**src/rtl/wake_pkg.sv**
```systemverilog
package wake_pkg;

  typedef enum logic [2:0] {
    TRG_LVL_LO = 3'b000,
    TRG_FALL   = 3'b010,
    TRG_LVL_HI = 3'b100,
    TRG_RISE   = 3'b110,
    TRG_DUAL   = 3'b111
  } trig_e;

  localparam int unsigned REG_W       = 32;
  localparam int unsigned EN_BASE_WD  = 4;   // byte 0x10
  localparam int unsigned CFG_BASE_WD = 68;  // byte 0x110

  function automatic logic trig_known(input logic [2:0] code);
    case (code)
      TRG_LVL_LO, TRG_FALL, TRG_LVL_HI, TRG_RISE, TRG_DUAL: trig_known = 1'b1;
      default: trig_known = 1'b0;
    endcase
  endfunction

endpackage

```
**src/rtl/wake_sync.sv**
```systemverilog
module wake_sync #(
  parameter int unsigned WIDTH = 8
) (
  input  logic             clk,
  input  logic             rst_n,
  input  logic [WIDTH-1:0] async_in,
  output logic [WIDTH-1:0] sync_out
);

  logic [WIDTH-1:0] stage1_q;
  logic [WIDTH-1:0] stage2_q;

  always_ff @(posedge clk or negedge rst_n) begin
    if (!rst_n) begin
      stage1_q <= '0;
      stage2_q <= '0;
    end else begin
      stage1_q <= async_in;
      stage2_q <= stage1_q;
    end
  end

  assign sync_out = stage2_q;

endmodule

```
**src/rtl/wake_line.sv**
```systemverilog
module wake_line
  import wake_pkg::*;
(
  input  logic       clk,
  input  logic       rst_n,
  input  logic       level_now,
  input  logic       line_en,
  input  logic [2:0] trig_code,
  output logic       req_out
);

  logic level_prev_q;
  logic req_q;
  logic fire;

  always_comb begin
    case (trig_code)
      TRG_LVL_HI: fire = level_now;
      TRG_LVL_LO: fire = ~level_now;
      TRG_RISE:   fire = level_now & ~level_prev_q;
      TRG_FALL:   fire = ~level_now & level_prev_q;
      TRG_DUAL:   fire = level_now ^ level_prev_q;
      default:    fire = 1'b0;
    endcase
  end

  // History always tracks the input, so edges seen while disabled are lost.
  always_ff @(posedge clk or negedge rst_n) begin
    if (!rst_n) begin
      level_prev_q <= 1'b0;
      req_q        <= 1'b0;
    end else begin
      level_prev_q <= level_now;
      req_q        <= line_en & fire;
    end
  end

  assign req_out = req_q;

endmodule

```
**src/rtl/wake_regs.sv**
```systemverilog
module wake_regs
  import wake_pkg::*;
#(
  parameter int unsigned NUM_LINES = 168,
  parameter int unsigned ADDR_W    = 12
) (
  input  logic                   clk,
  input  logic                   rst_n,
  input  logic                   csr_we,
  input  logic                   csr_re,
  input  logic [ADDR_W-1:0]      csr_addr,
  input  logic [REG_W-1:0]       csr_wdata,
  output logic [REG_W-1:0]       csr_rdata,
  output logic [NUM_LINES-1:0]   en_vec,
  output logic [3*NUM_LINES-1:0] cfg_flat
);

  localparam int unsigned EN_WORDS = (NUM_LINES + REG_W - 1) / REG_W;
  localparam int unsigned WIDX_W   = ADDR_W - 2;
  localparam logic [WIDX_W-1:0] EN_LO  = WIDX_W'(EN_BASE_WD);
  localparam logic [WIDX_W-1:0] EN_HI  = WIDX_W'(EN_BASE_WD + EN_WORDS);
  localparam logic [WIDX_W-1:0] CFG_LO = WIDX_W'(CFG_BASE_WD);
  localparam logic [WIDX_W-1:0] CFG_HI = WIDX_W'(CFG_BASE_WD + NUM_LINES);

  logic [WIDX_W-1:0] word;
  logic [WIDX_W-1:0] en_idx;
  logic [WIDX_W-1:0] cfg_idx;
  logic              en_hit;
  logic              cfg_hit;
  logic [1:0]        unused_lsb;

  logic [NUM_LINES-1:0]      en_q;
  logic [2:0]                cfg_q [NUM_LINES];
  logic [EN_WORDS*REG_W-1:0] en_padded;
  logic [REG_W-1:0]          rd_val;
  logic [REG_W-1:0]          rdata_q;

  assign word       = csr_addr[ADDR_W-1:2];
  assign unused_lsb = csr_addr[1:0];
  assign en_idx     = word - EN_LO;
  assign cfg_idx    = word - CFG_LO;
  assign en_hit     = (word >= EN_LO) && (word < EN_HI);
  assign cfg_hit    = (word >= CFG_LO) && (word < CFG_HI);

  genvar gb;
  generate
    for (gb = 0; gb < EN_WORDS * REG_W; gb++) begin : g_pad
      if (gb < NUM_LINES) begin : g_live
        assign en_padded[gb] = en_q[gb];
      end else begin : g_dead
        assign en_padded[gb] = 1'b0;
      end
    end
    for (gb = 0; gb < NUM_LINES; gb++) begin : g_flat
      assign cfg_flat[3*gb +: 3] = cfg_q[gb];
    end
  endgenerate

  always_ff @(posedge clk or negedge rst_n) begin
    if (!rst_n) begin
      en_q <= '0;
      for (int n = 0; n < NUM_LINES; n++) cfg_q[n] <= 3'b000;
    end else if (csr_we) begin
      for (int n = 0; n < NUM_LINES; n++) begin
        if (en_hit && en_idx == WIDX_W'(n / REG_W))
          en_q[n] <= csr_wdata[n % REG_W];
        if (cfg_hit && cfg_idx == WIDX_W'(n))
          cfg_q[n] <= csr_wdata[2:0];
      end
    end
  end

  always_comb begin
    rd_val = '0;
    if (en_hit) begin
      for (int w = 0; w < EN_WORDS; w++)
        if (en_idx == WIDX_W'(w)) rd_val = en_padded[w*REG_W +: REG_W];
    end else if (cfg_hit) begin
      for (int n = 0; n < NUM_LINES; n++)
        if (cfg_idx == WIDX_W'(n)) rd_val = {{(REG_W-3){1'b0}}, cfg_q[n]};
    end
  end

  always_ff @(posedge clk or negedge rst_n) begin
    if (!rst_n) rdata_q <= '0;
    else        rdata_q <= csr_re ? rd_val : '0;
  end

  assign csr_rdata = rdata_q;
  assign en_vec    = en_q;

endmodule

```
**src/rtl/wake_trig_norm.sv**
```systemverilog
module wake_trig_norm
  import wake_pkg::*;
#(
  parameter int unsigned NUM_LINES = 168,
  parameter int unsigned ADDR_W    = 12
) (
  input  logic                 clk,
  input  logic                 rst_n,
  input  logic                 csr_we,
  input  logic                 csr_re,
  input  logic [ADDR_W-1:0]    csr_addr,
  input  logic [31:0]          csr_wdata,
  output logic [31:0]          csr_rdata,
  input  logic [NUM_LINES-1:0] wake_in,
  output logic [NUM_LINES-1:0] irq_out
);

  logic [NUM_LINES-1:0]   en_vec;
  logic [3*NUM_LINES-1:0] cfg_flat;
  logic [NUM_LINES-1:0]   level_sync;

  wake_regs #(.NUM_LINES(NUM_LINES), .ADDR_W(ADDR_W)) u_regs (
    .clk      (clk),
    .rst_n    (rst_n),
    .csr_we   (csr_we),
    .csr_re   (csr_re),
    .csr_addr (csr_addr),
    .csr_wdata(csr_wdata),
    .csr_rdata(csr_rdata),
    .en_vec   (en_vec),
    .cfg_flat (cfg_flat)
  );

  wake_sync #(.WIDTH(NUM_LINES)) u_sync (
    .clk     (clk),
    .rst_n   (rst_n),
    .async_in(wake_in),
    .sync_out(level_sync)
  );

  genvar gl;
  generate
    for (gl = 0; gl < NUM_LINES; gl++) begin : g_line
      wake_line u_line (
        .clk      (clk),
        .rst_n    (rst_n),
        .level_now(level_sync[gl]),
        .line_en  (en_vec[gl]),
        .trig_code(cfg_flat[3*gl +: 3]),
        .req_out  (irq_out[gl])
      );
    end
  endgenerate

endmodule

```
**config.mk**
```make
export PLATFORM = sky130hd
export DESIGN_NAME = wake_trig_norm
export DESIGN_NICKNAME = d
export VERILOG_FILES = /design/src/rtl/wake_pkg.sv /design/src/rtl/wake_sync.sv /design/src/rtl/wake_line.sv /design/src/rtl/wake_regs.sv /design/src/rtl/wake_trig_norm.sv
export SDC_FILE = /design/constraint.sdc
export NUM_CORES = 2
export LEC_CHECK = 0
export BUFFER_PORTS_ARGS = -buffer_cell sky130_fd_sc_hd__buf_2
export CAP_MARGIN = 25
export CORE_MARGIN = 2
export CORE_UTILIZATION = 61
export CTS_CLUSTER_SIZE = 12
export DETAILED_ROUTE_END_ITERATION = 6
export GPL_ROUTABILITY_DRIVEN = 1
export PLACE_DENSITY = 0.91
export SKIP_LAST_GASP = 1
export SLEW_MARGIN = 20
export SYNTH_ARGS = -nofsm -noshare
export SYNTH_HDL_FRONTEND = slang
export SYNTH_HIERARCHICAL = 1
export SYNTH_SLANG_ARGS = --single-unit
export TNS_END_PERCENT = 10
```
**constraint.sdc**
```tcl
create_clock -name clk -period 2.9 [get_ports clk]
set_input_delay 0.145 -clock clk [delete_from_list [all_inputs] [get_ports clk]]
set_output_delay 0.145 -clock clk [all_outputs]
set_load 0.01 [all_outputs]
```
# Word level (Yosys, flattened, before mapping)

Index checks and enable logic that the tools add are counted.

Multiplexer cells: 345
Bitwise operators: 1,008
Add/subtract/negate cells: 2
$lt $le $gt $ge: 4
Reduce and logical (&&, ||, !) cells: 520
Eq/ne operators: 844

Operator list:

| kind                  | number |
|---|---|
| $eq A3 B3 Y1 const B  | 504 |
| $pmux W1 S5           | 168 |
| $eq A10 B7 Y1 const B | 64 |
| $and A1 B1 Y1         | 504 |
| $eq A3 B2 Y1 const B  | 168 |
| $logic_not A3 Y1      | 168 |
| $mux W3               | 168 |
| $eq A10 B8 Y1 const B | 40 |
| $reduce_and A2 Y1     | 174 |
| $not A1 Y1            | 336 |
| $eq A10 B6 Y1 const B | 32 |
| $mux W32              | 9 |
| $logic_and A1 B1 Y1   | 176 |
| $xor A1 B1 Y1         | 168 |
| $eq A10 B5 Y1 const B | 16 |
| $eq A10 B4 Y1 const B | 8 |
| $eq A10 B3 Y1 const B | 6 |
| $eq A10 B2 Y1 const B | 4 |
| $eq A10 B1 Y1 const B | 2 |
| $logic_not A10 Y1     | 2 |
| $ge A10 B3 Y1 const B | 1 |
| $ge A10 B7 Y1 const B | 1 |
| $lt A10 B4 Y1 const B | 1 |
| $lt A10 B8 Y1 const B | 1 |
| other kinds (2)       | 2 |

Output and inout port bits: 200
Register bits after elaboration: 1,376
Logic and storage cells: 3,236

# Depth between registers and ports, before layout

Depth in word-level cells: 173
Gate-level depth with buffers: 14
Gate-level depth less buffers: 9

# Hierarchy

Netlist, hierarchy kept.

By module, submodules not included:

| module    | times used | area each (um^2) | cells each | seq. area each (um^2) |
|---|---|---|---|---|
| wake_regs | 1          | 33,711.1         | 2,781      | 17,616.9 |
| wake_line | 168        | 140.1            | 16         | 50.0 |
| wake_sync | 1          | 8,408.1          | 336        | 8,408.1 |

# Worst setup path before layout

Ideal clock, no wire load.

Path kind: input-to-reg
From: input csr_addr[4]
To: register u_regs.cfg_q (netlist bit u_regs/cfg_flat[441])
Data required time: 2.775 ns
Setup slack: 0.579 ns
Library setup time: 0.125 ns
Path buffers: 4
Cell stages on the path: 12
Arrival time: 2.196 ns
Path through: buf_2 -> buf_4 -> and2_1 -> buf_2 -> o211ai_1 -> nand2_1 -> nor2_2 -> and2_2 -> nand2_1 -> buf_2 -> nor2_1 -> mux2_2

Cells in the longest elaborated chain, start to end: 4
Elaborated cells on any way between the ends: 7
Those cells by class: add/sub: 1; order compare: 2; eq/ne: 1; reduce/logical: 3

RTL lines:

| item                                                 | RTL line                         | source |
|---|---|---|
| start, declared                                      | wake_trig_norm.sv:11             | `input logic [ADDR_W-1:0] csr_addr,` |
| $sub A10 B7 Y10, or another cell as far along        | wake_regs.sv:41                  | `assign cfg_idx = word - CFG_LO;` |
| $eq A10 B8 Y1 or $logic_and A1 B1 Y1 (tied branches) | wake_regs.sv:67, wake_regs.sv:43 |  |
| $logic_and A1 B1 Y1 *                                | wake_regs.sv:67                  | `if (cfg_hit && cfg_idx == WIDX_W'(n))` |
| $reduce_and A2 Y1 (no source line) *                 | -                                |  |
| end signal, assigned by index                        | wake_regs.sv:68                  | `cfg_q[n] <= csr_wdata[2:0];` |
| end, declared                                        | wake_regs.sv:33                  | `logic [2:0] cfg_q [NUM_LINES];` |

Mark *: on every way between the ends. The rest lies on a longest branch, timed or not.
A chain may end at the register's enable or synchronous reset.

# Final worst setup path

From: register u_regs.cfg_q (netlist bit u_regs/cfg_flat[29])
To: register u_regs.rdata_q[2] (netlist: u_regs/csr_rdata[2])

Cells in the longest elaborated chain, start to end: 162

RTL lines:

| item                    | RTL line        | source |
|---|---|---|
| $mux W3 (159 in series) | wake_regs.sv:80 | `if (cfg_idx == WIDX_W'(n)) rd_val = {{(REG_W-3){1'b0}}, cfg_q[n]};` |
| $mux W32                | wake_regs.sv:78 | `end else if (cfg_hit) begin` |
| $mux W32                | wake_regs.sv:75 | `if (en_hit) begin` |
| $mux W32                | wake_regs.sv:86 | `else rdata_q <= csr_re ? rd_val : '0;` |
| end signal, assigned    | wake_regs.sv:86 |  |
| end, declared           | wake_regs.sv:36 | `logic [REG_W-1:0] rdata_q;` |

Every way passes these cells.

==> results.py <==
metrics = {
    "status": {
        "status": "complete, but fails checks",
        "violations": "DRC, setup timing",
    },
    "drt": {
        "vias": 58400,
        "routed_wl_mm": 282,
        "avgRoutedWirePerCell_um": 33.4,
        "dr.pass1.iters": 7,
        "drc_errors": 161,
        "drtAntennaViolNets": 0,
        "vias_per_cell": 6.93,
        "drtIter0Drc": 9327,
    },
    "placed_design": {
        "place_area_mm2": 0.0728,
        "dp_cells": 7874,
        "dp_hpwl_mm": 179,
        "portBuffers": 413,
        "dp_slack_ns": -0.228,
        "place.gp.congestion": 1.08,
    },
    "critical_path": {
        "critPathMaxStageDelay_ns": 0.53,
        "required_ns": 3.57,
        "cp_cell_sequence": "mux2_2 > a222oi_1 > buf_4 > a311oi_1 > o221a_2 > o21ai_1 > buf_4 > a21oi_1 > nor3_1 > o21ai_1",
        "arrival_ns": 3.61,
        "cp_max_fo": 6,
        "worstSetupEndpointType": "register",
        "cpMaxStageDelayCell": "dfrtp_1",
        "crit_family": "compound AO/OA/AOI/OAI gates",
        "cp_num_buf_inv": 2,
        "worstSetupStartpointType": "register",
        "worstSetupPathType": "reg2reg",
    },
    "clock_tree": {
        "h-tree-depth": 4,
        "cts_root_buf": "clkbuf_16",
        "clock_path_buffers": 3,
        "clk_latency_ns": 0.84,
        "clkSinkCount": 1376,
        "cts_buffers": 143,
        "clkTransAtPathRegs_ns": 0.07,
        "cts_tree": "done",
        "postCtsSetupRepairBufs": 0,
    },
    "yosys": {
        "yosysSeqAreaShare_pct": 52.4,
        "syn_area_mm2": 0.0657,
        "syn_avg_cell_area_um2": 11.3,
        "yosys_warnings": 6,
        "synth_edf_count": 0,
        "syn-num-nets": 6357,
        "ys_types": 91,
        "synth.ff_latch_count": 1376,
        "synthCells": 5805,
        "synth-async-reset-ratio_pct": 100,
        "synth_flop_cell": "dfrtp_1",
    },
    "worst_hold_path": {
        "hp-class": "in2reg",
    },
    "cells_and_area": {
        "layout_commonest_cell": "dfrtp_1",
        "layout.cells.non_filler": 8430,
        "area_growth_pct": 22.6,
        "fin_nets": 7488,
        "final_cell_mix": "dfrtp_1 (1375), mux2_2 (687), nand2_1 (565), buf_4 (419), buf_2 (407)",
        "fin_area_mm2": 0.0805,
        "fin_util_pct": 75.3,
        "drive_gt1_share_pct": 28.8,
    },
    "timing": {
        "min_period_ns": 2.94,
        "slew_headroom_pct": 27.3,
        "fmax_mhz": 340,
        "rsz0062_at_grt": "yes",
        "fin_hold_ws_ns": 0.000614,
        "min_period_over_period_pct": 101,
        "drv_slew": 0,
        "final-hold-violation-count": 0,
        "setup_slack_ns": -0.0393,
        "setup_violations": 1,
        "worst_pin_slew_ns": 1.09,
        "skew_ns": 0.0564,
    },
    "global_route": {
        "antenna_found_initial": 45,
        "grt_pass1_wl_mm": 405,
        "grt_max_degree": 131,
        "first_global_vias": 60500,
        "grtUsageTotal_pct": 50.6,
        "grt-ovfl-total": 0,
    },
    "pwr": {
        "vdd_drop_max_mv": 0.581,
        "p_leak_nw": 38.8,
        "p_per_area_mw_per_mm2": 522,
    },
    "floorplan": {
        "io-pin-count": 416,
        "rows": 120,
        "dieArea_mm2": 0.110,
        "core_mm2": 0.107,
        "die_h_um": 332,
        "start_util_pct": 61.4,
        "fp.dieW_um": 332,
    },
    "run": {
        "drv_cap": 0,
    },
}
## synthesized netlist by cell type, types with 14 or more instances
| cell | number | area share [%] |
|---|---|---|
| o22ai_1 | 25 | 0.24 |
| mux4_2 | 14 | 0.48 |
| ha_1 | 336 | 6.4 |
| o211ai_1 | 19 | 0.22 |
| a211oi_1 | 14 | 0.16 |
| a21oi_1 | 105 | 0.80 |
| clkbuf_1 | 104 | 0.59 |
| buf_4 | 28 | 0.32 |
| nand2b_1 | 14 | 0.13 |
| mux2_2 | 687 | 12 |
| buf_2 | 75 | 0.57 |
| nor2_2 | 31 | 0.30 |
| a31oi_1 | 39 | 0.37 |
| o21ai_0 | 89 | 0.68 |
| nor3_1 | 20 | 0.15 |
| a22o_1 | 14 | 0.19 |
| a221oi_1 | 17 | 0.23 |
| mux2_1 | 14 | 0.24 |
| a21oi_2 | 168 | 2.2 |
| nor2_1 | 282 | 1.6 |
| o21ai_1 | 348 | 2.7 |
| nor2b_1 | 184 | 1.8 |
| inv_1 | 356 | 2.0 |
| nand3_1 | 195 | 1.5 |
| nand2_1 | 567 | 3.2 |
| or2_1 | 169 | 1.6 |
| dfrtp_1 | 1376 | 52 |
| a22oi_1 | 106 | 1.2 |
| mux2i_1 | 207 | 3.2 |
## state kept, by name (all words and copies together) (netlist names)
register                    count
u_regs/en_vec                 168
u_regs/cfg_flat               504
g_line.u_line/req_out         168
u_regs/csr_rdata               32
g_line.u_line/level_prev_q    168
u_sync/stage1_q               168
u_sync/sync_out               168
## metal layers
layer / share of wire (%) / wire [um] / vias up / GRT usage [%]
met2: 42 / 119000 / 5501 / 73.4
met1: 33 / 92200 / 28300 / 58.5
met5: 0.19 / 544 / - / 1.56
met4: 11 / 29700 / 51 / 41.9
met3: 14 / 40400 / 2066 / 21.2
li1: - / - / 22400 / -
## repair_timing
| action | in CTS | in global routing |
|---|---|---|
| hold buffers | 320 | 0 |
| endpoints found under the hold margin | 1573 | 0 |
| gates resized for setup | 0 | 1 |
| endpoints found under the setup margin | 0 | 2 |
## cell families (layout without fill, tap and decap cells)
kind of cell / Yosys count / count (layout) / share of synthesized area (%)
xor+xnor: 1 / 1 / 0.0133
simple gates: 1539 / 1539 / 11.2
buf+inv: 575 / 1782 / 3.66
mux: 922 / 922 / 15.7
fa+ha+maj: 336 / 336 / 6.40
flops: 1376 / 1376 / 52.4
compound gates: 1056 / 1056 / 10.6
other cells: 0 / 15 / 0
## final cells by class
type	instances	area, um2
sequential	1376	34400
multi-input combinational	3854	28900
fill	6033	26400
timing repair buffer	1204	9550
clock buffer	197	4160
tap	1403	1760
inverter	357	1340
clock inverter	24	353
antenna	15	37.5
## through the flow
stage	setup TNS, ns	power (mW)
2_1_floorplan	0	21.2
3_3_place_gp	-0.600	22.7
3_5_place_dp	-2.22	22.9
4_1_cts	0	41.2
5_1_grt	-0.00784	42.8
6_report	-0.0393	42.0
## power by group
group | leakage, nW | total, mW | switching, mW | internal [mW]
Combinational | 18.5 | 3.24 | 1.95 | 1.28
Sequential | 18.0 | 20.0 | 0.442 | 19.6
Clock | 2.22 | 18.8 | 8.36 | 10.4
Total | 38.8 | 42.0 | 10.8 | 31.3
## worst paths after layout
kind | slack [ns] | end | startpoint | cells past startpoint
max in group asynchronous | 1.88 | u_regs/en_vec[40] | rst_n | 3
min in group asynchronous | 0.14 | u_regs/en_vec[134] | rst_n | 3
min reg2reg | 0.33 | u_sync/sync_out[95] | u_sync/stage1_q[95] | 0
min | 0.0006 | u_sync/stage1_q[41] | wake_in[41] | 2
max reg2reg | -0.04 | u_regs/csr_rdata[2] | u_regs/cfg_flat[29] | 10
max | -0.04 | u_regs/csr_rdata[2] | u_regs/cfg_flat[29] | 10
(Power assumes the default switching activity.)
